--- config.mk ---
export PLATFORM = sky130hd
export DESIGN_NAME = lock_seq
export DESIGN_NICKNAME = d
export VERILOG_FILES = /design/src/rtl/lock_seq_pkg.sv /design/src/rtl/lk_ready.sv /design/src/rtl/lk_metric_cmp.sv /design/src/rtl/lk_flash.sv /design/src/rtl/lock_seq.sv
export SDC_FILE = /design/constraint.sdc
export NUM_CORES = 1
export LEC_CHECK = 0
export CAP_MARGIN = 5
export CORE_ASPECT_RATIO = 0.8
export CORE_MARGIN = 10
export CORE_UTILIZATION = 44
export CTS_CLUSTER_DIAMETER = 40
export DETAILED_ROUTE_END_ITERATION = 10
export PLACE_DENSITY = 0.88
export SETUP_SLACK_MARGIN = 0.15
export SLEW_MARGIN = 20
export SYNTH_ARGS = -nofsm -noshare
export SYNTH_HDL_FRONTEND = slang
export SYNTH_SLANG_ARGS = --single-unit
--- constraint.sdc ---
create_clock -name clk_i -period 5.45 [get_ports clk_i]
set_clock_uncertainty 0.2 [all_clocks]
set_input_delay 1.3625 -clock clk_i [delete_from_list [all_inputs] [get_ports clk_i]]
set_output_delay 1.3625 -clock clk_i [all_outputs]
set_load 0.05 [all_outputs]
--- src/rtl/lock_seq_pkg.sv ---
package lock_seq_pkg;
  typedef enum logic [1:0] {
    ST_IDLE = 2'd0,
    ST_ACQ  = 2'd1,
    ST_LOCK = 2'd2,
    ST_WARN = 2'd3
  } lk_state_e;
endpackage

--- src/rtl/lk_ready.sv ---
module lk_ready #(
  parameter int SIG_W = 16
) (
  input  logic             ref_warm_i,
  input  logic             osc_warm_i,
  input  logic [SIG_W-1:0] level_i,
  input  logic [SIG_W-1:0] thr_i,
  output logic             ready_o
);
  always_comb ready_o = ref_warm_i && osc_warm_i && (level_i > thr_i);
endmodule

--- src/rtl/lk_metric_cmp.sv ---
module lk_metric_cmp #(
  parameter int MET_W = 16
) (
  input  logic             vld_i,
  input  logic [MET_W-1:0] metric_i,
  input  logic [MET_W-1:0] lock_thr_i,
  input  logic [MET_W-1:0] warn_thr_i,
  output logic             below_lock_o,
  output logic             over_lock_o,
  output logic             over_warn_o
);
  // events only exist on a strobe
  always_comb begin
    below_lock_o = vld_i && (metric_i < lock_thr_i);
    over_lock_o  = vld_i && (metric_i > lock_thr_i);
    over_warn_o  = vld_i && (metric_i > warn_thr_i);
  end
endmodule

--- src/rtl/lk_flash.sv ---
module lk_flash #(
  parameter int LEN_W = 8
) (
  input  logic             clk_i,
  input  logic             rst_ni,
  input  logic             busy_i,
  input  logic [LEN_W-1:0] len_i,
  output logic             done_o
);
  localparam int CW = LEN_W + 1;

  logic [LEN_W-1:0] cnt_q;
  logic [CW-1:0]    eff_len;

  always_comb begin
    eff_len = (len_i == '0) ? CW'(1) : {1'b0, len_i};
    done_o  = busy_i && (({1'b0, cnt_q} + CW'(1)) >= eff_len);
  end

  always_ff @(posedge clk_i or negedge rst_ni) begin
    if (!rst_ni)      cnt_q <= '0;
    else if (!busy_i) cnt_q <= '0;
    else              cnt_q <= cnt_q + LEN_W'(1);
  end

  // the elapsed count never runs past the flash length
  p_flash_bound_r8: assert property (@(posedge clk_i) disable iff (!rst_ni)
    busy_i |-> ({1'b0, cnt_q} < eff_len));
  // the counter is cleared while no flash is running
  p_flash_clear_r8: assert property (@(posedge clk_i) disable iff (!rst_ni)
    !busy_i |=> (cnt_q == '0));
endmodule

--- src/rtl/lock_seq.sv ---
module lock_seq
  import lock_seq_pkg::*;
#(
  parameter int SIG_W = 16,
  parameter int MET_W = 16,
  parameter int LEN_W = 8
) (
  input  logic             clk_i,
  input  logic             rst_ni,
  input  logic             ref_warm_i,
  input  logic             osc_warm_i,
  input  logic [SIG_W-1:0] sig_level_i,
  input  logic [SIG_W-1:0] sig_thr_i,
  input  logic             metric_vld_i,
  input  logic [MET_W-1:0] metric_i,
  input  logic [MET_W-1:0] lock_thr_i,
  input  logic [MET_W-1:0] warn_thr_i,
  input  logic [LEN_W-1:0] flash_len_i,
  output logic             restore_o,
  output logic             pfd_wide_o,
  output logic             max_bw_o,
  output logic             loop_closed_o,
  output logic             led_o,
  output logic [1:0]       state_o
);
  lk_state_e st_q, st_d;
  logic ready, below_lock, over_lock, over_warn, flash_done;
  logic started_q;

  lk_ready #(.SIG_W(SIG_W)) u_ready (
    .ref_warm_i (ref_warm_i),
    .osc_warm_i (osc_warm_i),
    .level_i    (sig_level_i),
    .thr_i      (sig_thr_i),
    .ready_o    (ready)
  );

  lk_metric_cmp #(.MET_W(MET_W)) u_cmp (
    .vld_i        (metric_vld_i),
    .metric_i     (metric_i),
    .lock_thr_i   (lock_thr_i),
    .warn_thr_i   (warn_thr_i),
    .below_lock_o (below_lock),
    .over_lock_o  (over_lock),
    .over_warn_o  (over_warn)
  );

  lk_flash #(.LEN_W(LEN_W)) u_flash (
    .clk_i  (clk_i),
    .rst_ni (rst_ni),
    .busy_i (st_q == ST_WARN),
    .len_i  (flash_len_i),
    .done_o (flash_done)
  );

  always_comb begin
    st_d = st_q;
    unique case (st_q)
      ST_IDLE: if (ready) st_d = ST_ACQ;
      ST_ACQ:  if (below_lock) st_d = ST_LOCK;
      ST_LOCK: begin
        if (over_lock)      st_d = ST_ACQ;
        else if (over_warn) st_d = ST_WARN;
      end
      ST_WARN: begin
        if (over_lock)       st_d = ST_ACQ;
        else if (flash_done) st_d = ST_LOCK;
      end
      default: st_d = ST_IDLE;
    endcase
  end

  always_ff @(posedge clk_i or negedge rst_ni) begin
    if (!rst_ni) begin
      st_q      <= ST_IDLE;
      started_q <= 1'b0;
    end else begin
      st_q      <= st_d;
      started_q <= 1'b1;
    end
  end

  always_comb begin
    restore_o     = !started_q;
    pfd_wide_o    = (st_q == ST_IDLE) || (st_q == ST_ACQ);
    max_bw_o      = (st_q == ST_IDLE) || (st_q == ST_ACQ);
    loop_closed_o = (st_q != ST_IDLE);
    led_o         = (st_q == ST_LOCK);
    state_o       = st_q;
  end

  // idle is held while any start condition is missing
  p_idle_hold_r2: assert property (@(posedge clk_i) disable iff (!rst_ni)
    (st_q == ST_IDLE && !(ref_warm_i && osc_warm_i && sig_level_i > sig_thr_i))
    |=> st_q == ST_IDLE);
  // acquire is left only towards locked
  p_acq_exit_r4: assert property (@(posedge clk_i) disable iff (!rst_ni)
    (st_q == ST_ACQ) |=> (st_q == ST_ACQ || st_q == ST_LOCK));
  // a strobe above the lock threshold drops lock
  p_lost_r7: assert property (@(posedge clk_i) disable iff (!rst_ni)
    ((st_q == ST_LOCK || st_q == ST_WARN) && metric_vld_i && metric_i > lock_thr_i)
    |=> st_q == ST_ACQ);
  // warning is entered only from locked
  p_warn_entry_r9: assert property (@(posedge clk_i) disable iff (!rst_ni)
    (st_q != ST_WARN && st_q != ST_LOCK) |=> st_q != ST_WARN);
  // restore request is gone after the first edge
  p_restore_once_r1: assert property (@(posedge clk_i) disable iff (!rst_ni)
    1'b1 |=> !restore_o);
endmodule

==> flow_summary.ini <==
[pwr]
clkPwrFrac = 0.154
p_comb_frac = 0.645
p_per_area_nw_per_um2 = 172
power.switching_mw = 0.232
swShare = 0.434
total_power_mw = 0.533
leakage_nw = 1.56
vdd_drop_max_v = 0.000142
intPower_mw = 0.302
seqPwrFrac = 0.201

[timing]
post-route-period-util = 0.647
slew_headroom = 0.632
tightest_slew_ps = 550
hold_viol = 0
fmax_ghz = 0.284
tns_ps = 0
holdWs_ps = 362
finalSetupViolations = 0
grt_setup_unrepaired = no
slew_viol_final = 0
fin_crit_ps = 3520

[floorplanning]
die_h_um = 80.3
rows = 21
io_pins = 100
dieArea_um2 = 7650
start_util = 0.467
die_w_um = 95.3
design.core.area_um2 = 4280

[clock_tree]
cts_setup_buffers = 0
cts_hold_buf = 0
cts.sinks = 11
root_buffer = clkbuf_8
cts_tree = built
clk_pin_slew_worst_paths_ps = 50
cts.path.max_buffers = 2
cts-buffers-inserted = 3
clk_latency_ps = 240
ctsResizeCount = 0
cts.htree.levels = 1

[worst_setup_path]
rr_startpoint = u_flash.cnt_q[0]$_DFF_PN0_
cp_slowest_stage_delay_ps = 460
worst-path-buf-inv = 2
rr_endpoint = state_o[1]$_DFFE_PN0P_
startpoint_type = input port
r2r_cells = 11
crit_arrival_ps = 3420
rrSetupSlack_ps = 2640
criticalPathCategory = input port to flop
cp.required_ps = 5350
slowest_stage = clkdlybuf4s50_1
cp_cell_sequence = clkdlybuf4s50_1 -> inv_1 -> ha_1 -> nand4_2 -> o41ai_1 -> a21boi_0 -> a41oi_2 -> a211oi_2 -> a211oi_2
worstPathMaxFanout = 4
cp_top_family = compound AO/OA/AOI/OAI gates
cpMostUsedCell = a211oi_2
critPathCaptureType = flop

[hold_path]
whs_endpoint = u_flash.cnt_q[0]$_DFF_PN0_
hp-class = flop to flop
hold_path_depth = 1
hp-start = u_flash.cnt_q[0]$_DFF_PN0_

[routing]
viasPerCell = 5.09
routed_wl_um = 5910
drc = 0
dr.pass1.iters = 4
routedWlPerCell_um = 14.4
drt_iter0_drc = 99
num_vias = 2090
antenna_left = 0

[cells_and_area]
area_growth_pct = 54.9
final_core_util = 0.722
antennaDiodeCount = 0
drive_gt1_frac = 0.0282
layout.nets = 505
fillers = 348

[logic_synthesis]
yosysSeqAreaShare = 0.138
ys_types = 45
ys_top_cells_by_area = ha_1 (36%), dfrtp_1 (14%), inv_1 (11%)
syn_nets = 403
netlist.area_leader.share = 0.357
synth-main-ff-cell = dfrtp_1
ys_ff_latch = 11
async_flop_share = 1.00
synth.most_common_cell = inv_1
synth_area_leader_cell = ha_1
netlist_top_cells_count = inv_1 (59), ha_1 (57), a21oi_1 (19)
synth_edf_count = 0
syn_area_um2 = 2000
synth_warnings = 0
syn_avg_cell_area_um2 = 7.90
synth_cells = 253

[placed_design]
gp_congestion = 0.878
dp_hpwl_um = 5520
port_buffers = 99

[run_status]
status = complete, no violations

[global_route]
grt_pass1_wl_um = 9600
grt_antenna_before_repair = 0
grt_max_degree = 12
grt_pass1_vias = 2201
overflow = 0
grt.total_usage = 0.151

[job]
cap_violations = 0
-- final cells by class --
class	count	area (um^2)	share of cell area
Clock buffer	4	45.0	0.0146
Inverter	59	221	0.0716
Multi-Input combinational cell	181	1490	0.482
Sequential cell	11	275	0.0890
Tap cell	57	71.3	0.0230
Timing Repair Buffer	99	991	0.320
-- state kept, by name (all words and copies together) (netlist names) --
signal / count
started_q: 1
state_o: 2
u_flash.cnt_q: 8
-- power groups by stage --
stage | clock network [mW] | registers (mW) | logic [mW]
4_1_cts | 0.0825 | 0.107 | 0.348
3_3_place_gp | 0 | 0.108 | 0.338
3_5_place_dp | 0 | 0.108 | 0.346
5_1_grt | 0.0896 | 0.110 | 0.374
6_report | 0.0821 | 0.107 | 0.344
2_1_floorplan | 0 | 0.123 | 0.186
-- stage by stage --
step,cells,worst slack (ps),instance area [um^2]
global route,411,1750,3090
CTS,411,1910,3090
detailed placement,407,1680,3050
floorplan,253,1990,2000
global placement,407,1710,3050
finish,411,1930,3090
-- layer usage --
| layer | global-route usage | wire length, um | vias to the layer above |
|---|---|---|---|
| met5 | 0 | 0 | - |
| met4 | 0.0328 | 65 | 0 |
| met3 | 0.0511 | 499 | 6 |
| met2 | 0.263 | 2880 | 67 |
| met1 | 0.174 | 2460 | 930 |
| li1 | - | - | 1087 |
-- worst max-delay path by stage --
stage          slack, ps                   start                     end  depth (start not counted)
3_3_place_gp        1710          warn_thr_i[15]  state_o[0]$_DFFE_PN0P_                          9
5_1_grt             1750          lock_thr_i[15]  state_o[0]$_DFFE_PN0P_                          9
6_report            1930          lock_thr_i[14]  state_o[0]$_DFFE_PN0P_                          9
4_1_cts             1910          lock_thr_i[14]  state_o[0]$_DFFE_PN0P_                          9
2_1_floorplan       1990  state_o[1]$_DFFE_PN0P_                   led_o                          2
3_5_place_dp        1680          lock_thr_i[14]  state_o[0]$_DFFE_PN0P_                          9
-- placed cells by master, fill, tap and decap left out, drive strengths merged, types with 2 or more instances in the layout --
| cell type | synthesis | layout |
|---|---|---|
| clkdlybuf4s50 | 0 | 99 |
| inv | 59 | 59 |
| ha | 57 | 57 |
| a21oi | 19 | 19 |
| nand2 | 11 | 11 |
| nor2b | 11 | 11 |
| dfrtp | 11 | 11 |
| nand4 | 11 | 11 |
| nor2 | 10 | 10 |
| nand3 | 8 | 8 |
| o21ai | 8 | 8 |
| o21a | 4 | 4 |
| o211ai | 4 | 4 |
| clkbuf | 1 | 4 |
| xor2 | 3 | 3 |
| xnor2 | 3 | 3 |
| a21o | 3 | 3 |
| nor3 | 2 | 2 |
| a211oi | 2 | 2 |
| nand2b | 2 | 2 |
| a21boi | 2 | 2 |
-- cells by family (layout without fill, tap and decap cells) --
logic type,count (synthesis),count (layout),share of synthesized area
xor+xnor,6,6,0.0263
fa+ha+maj,57,57,0.357
simple gates,63,63,0.176
flops,11,11,0.138
other cells,1,1,0.00188
compound gates,54,54,0.185
buf+inv,61,162,0.116
Note: power is estimated with default switching activity, not from simulation.
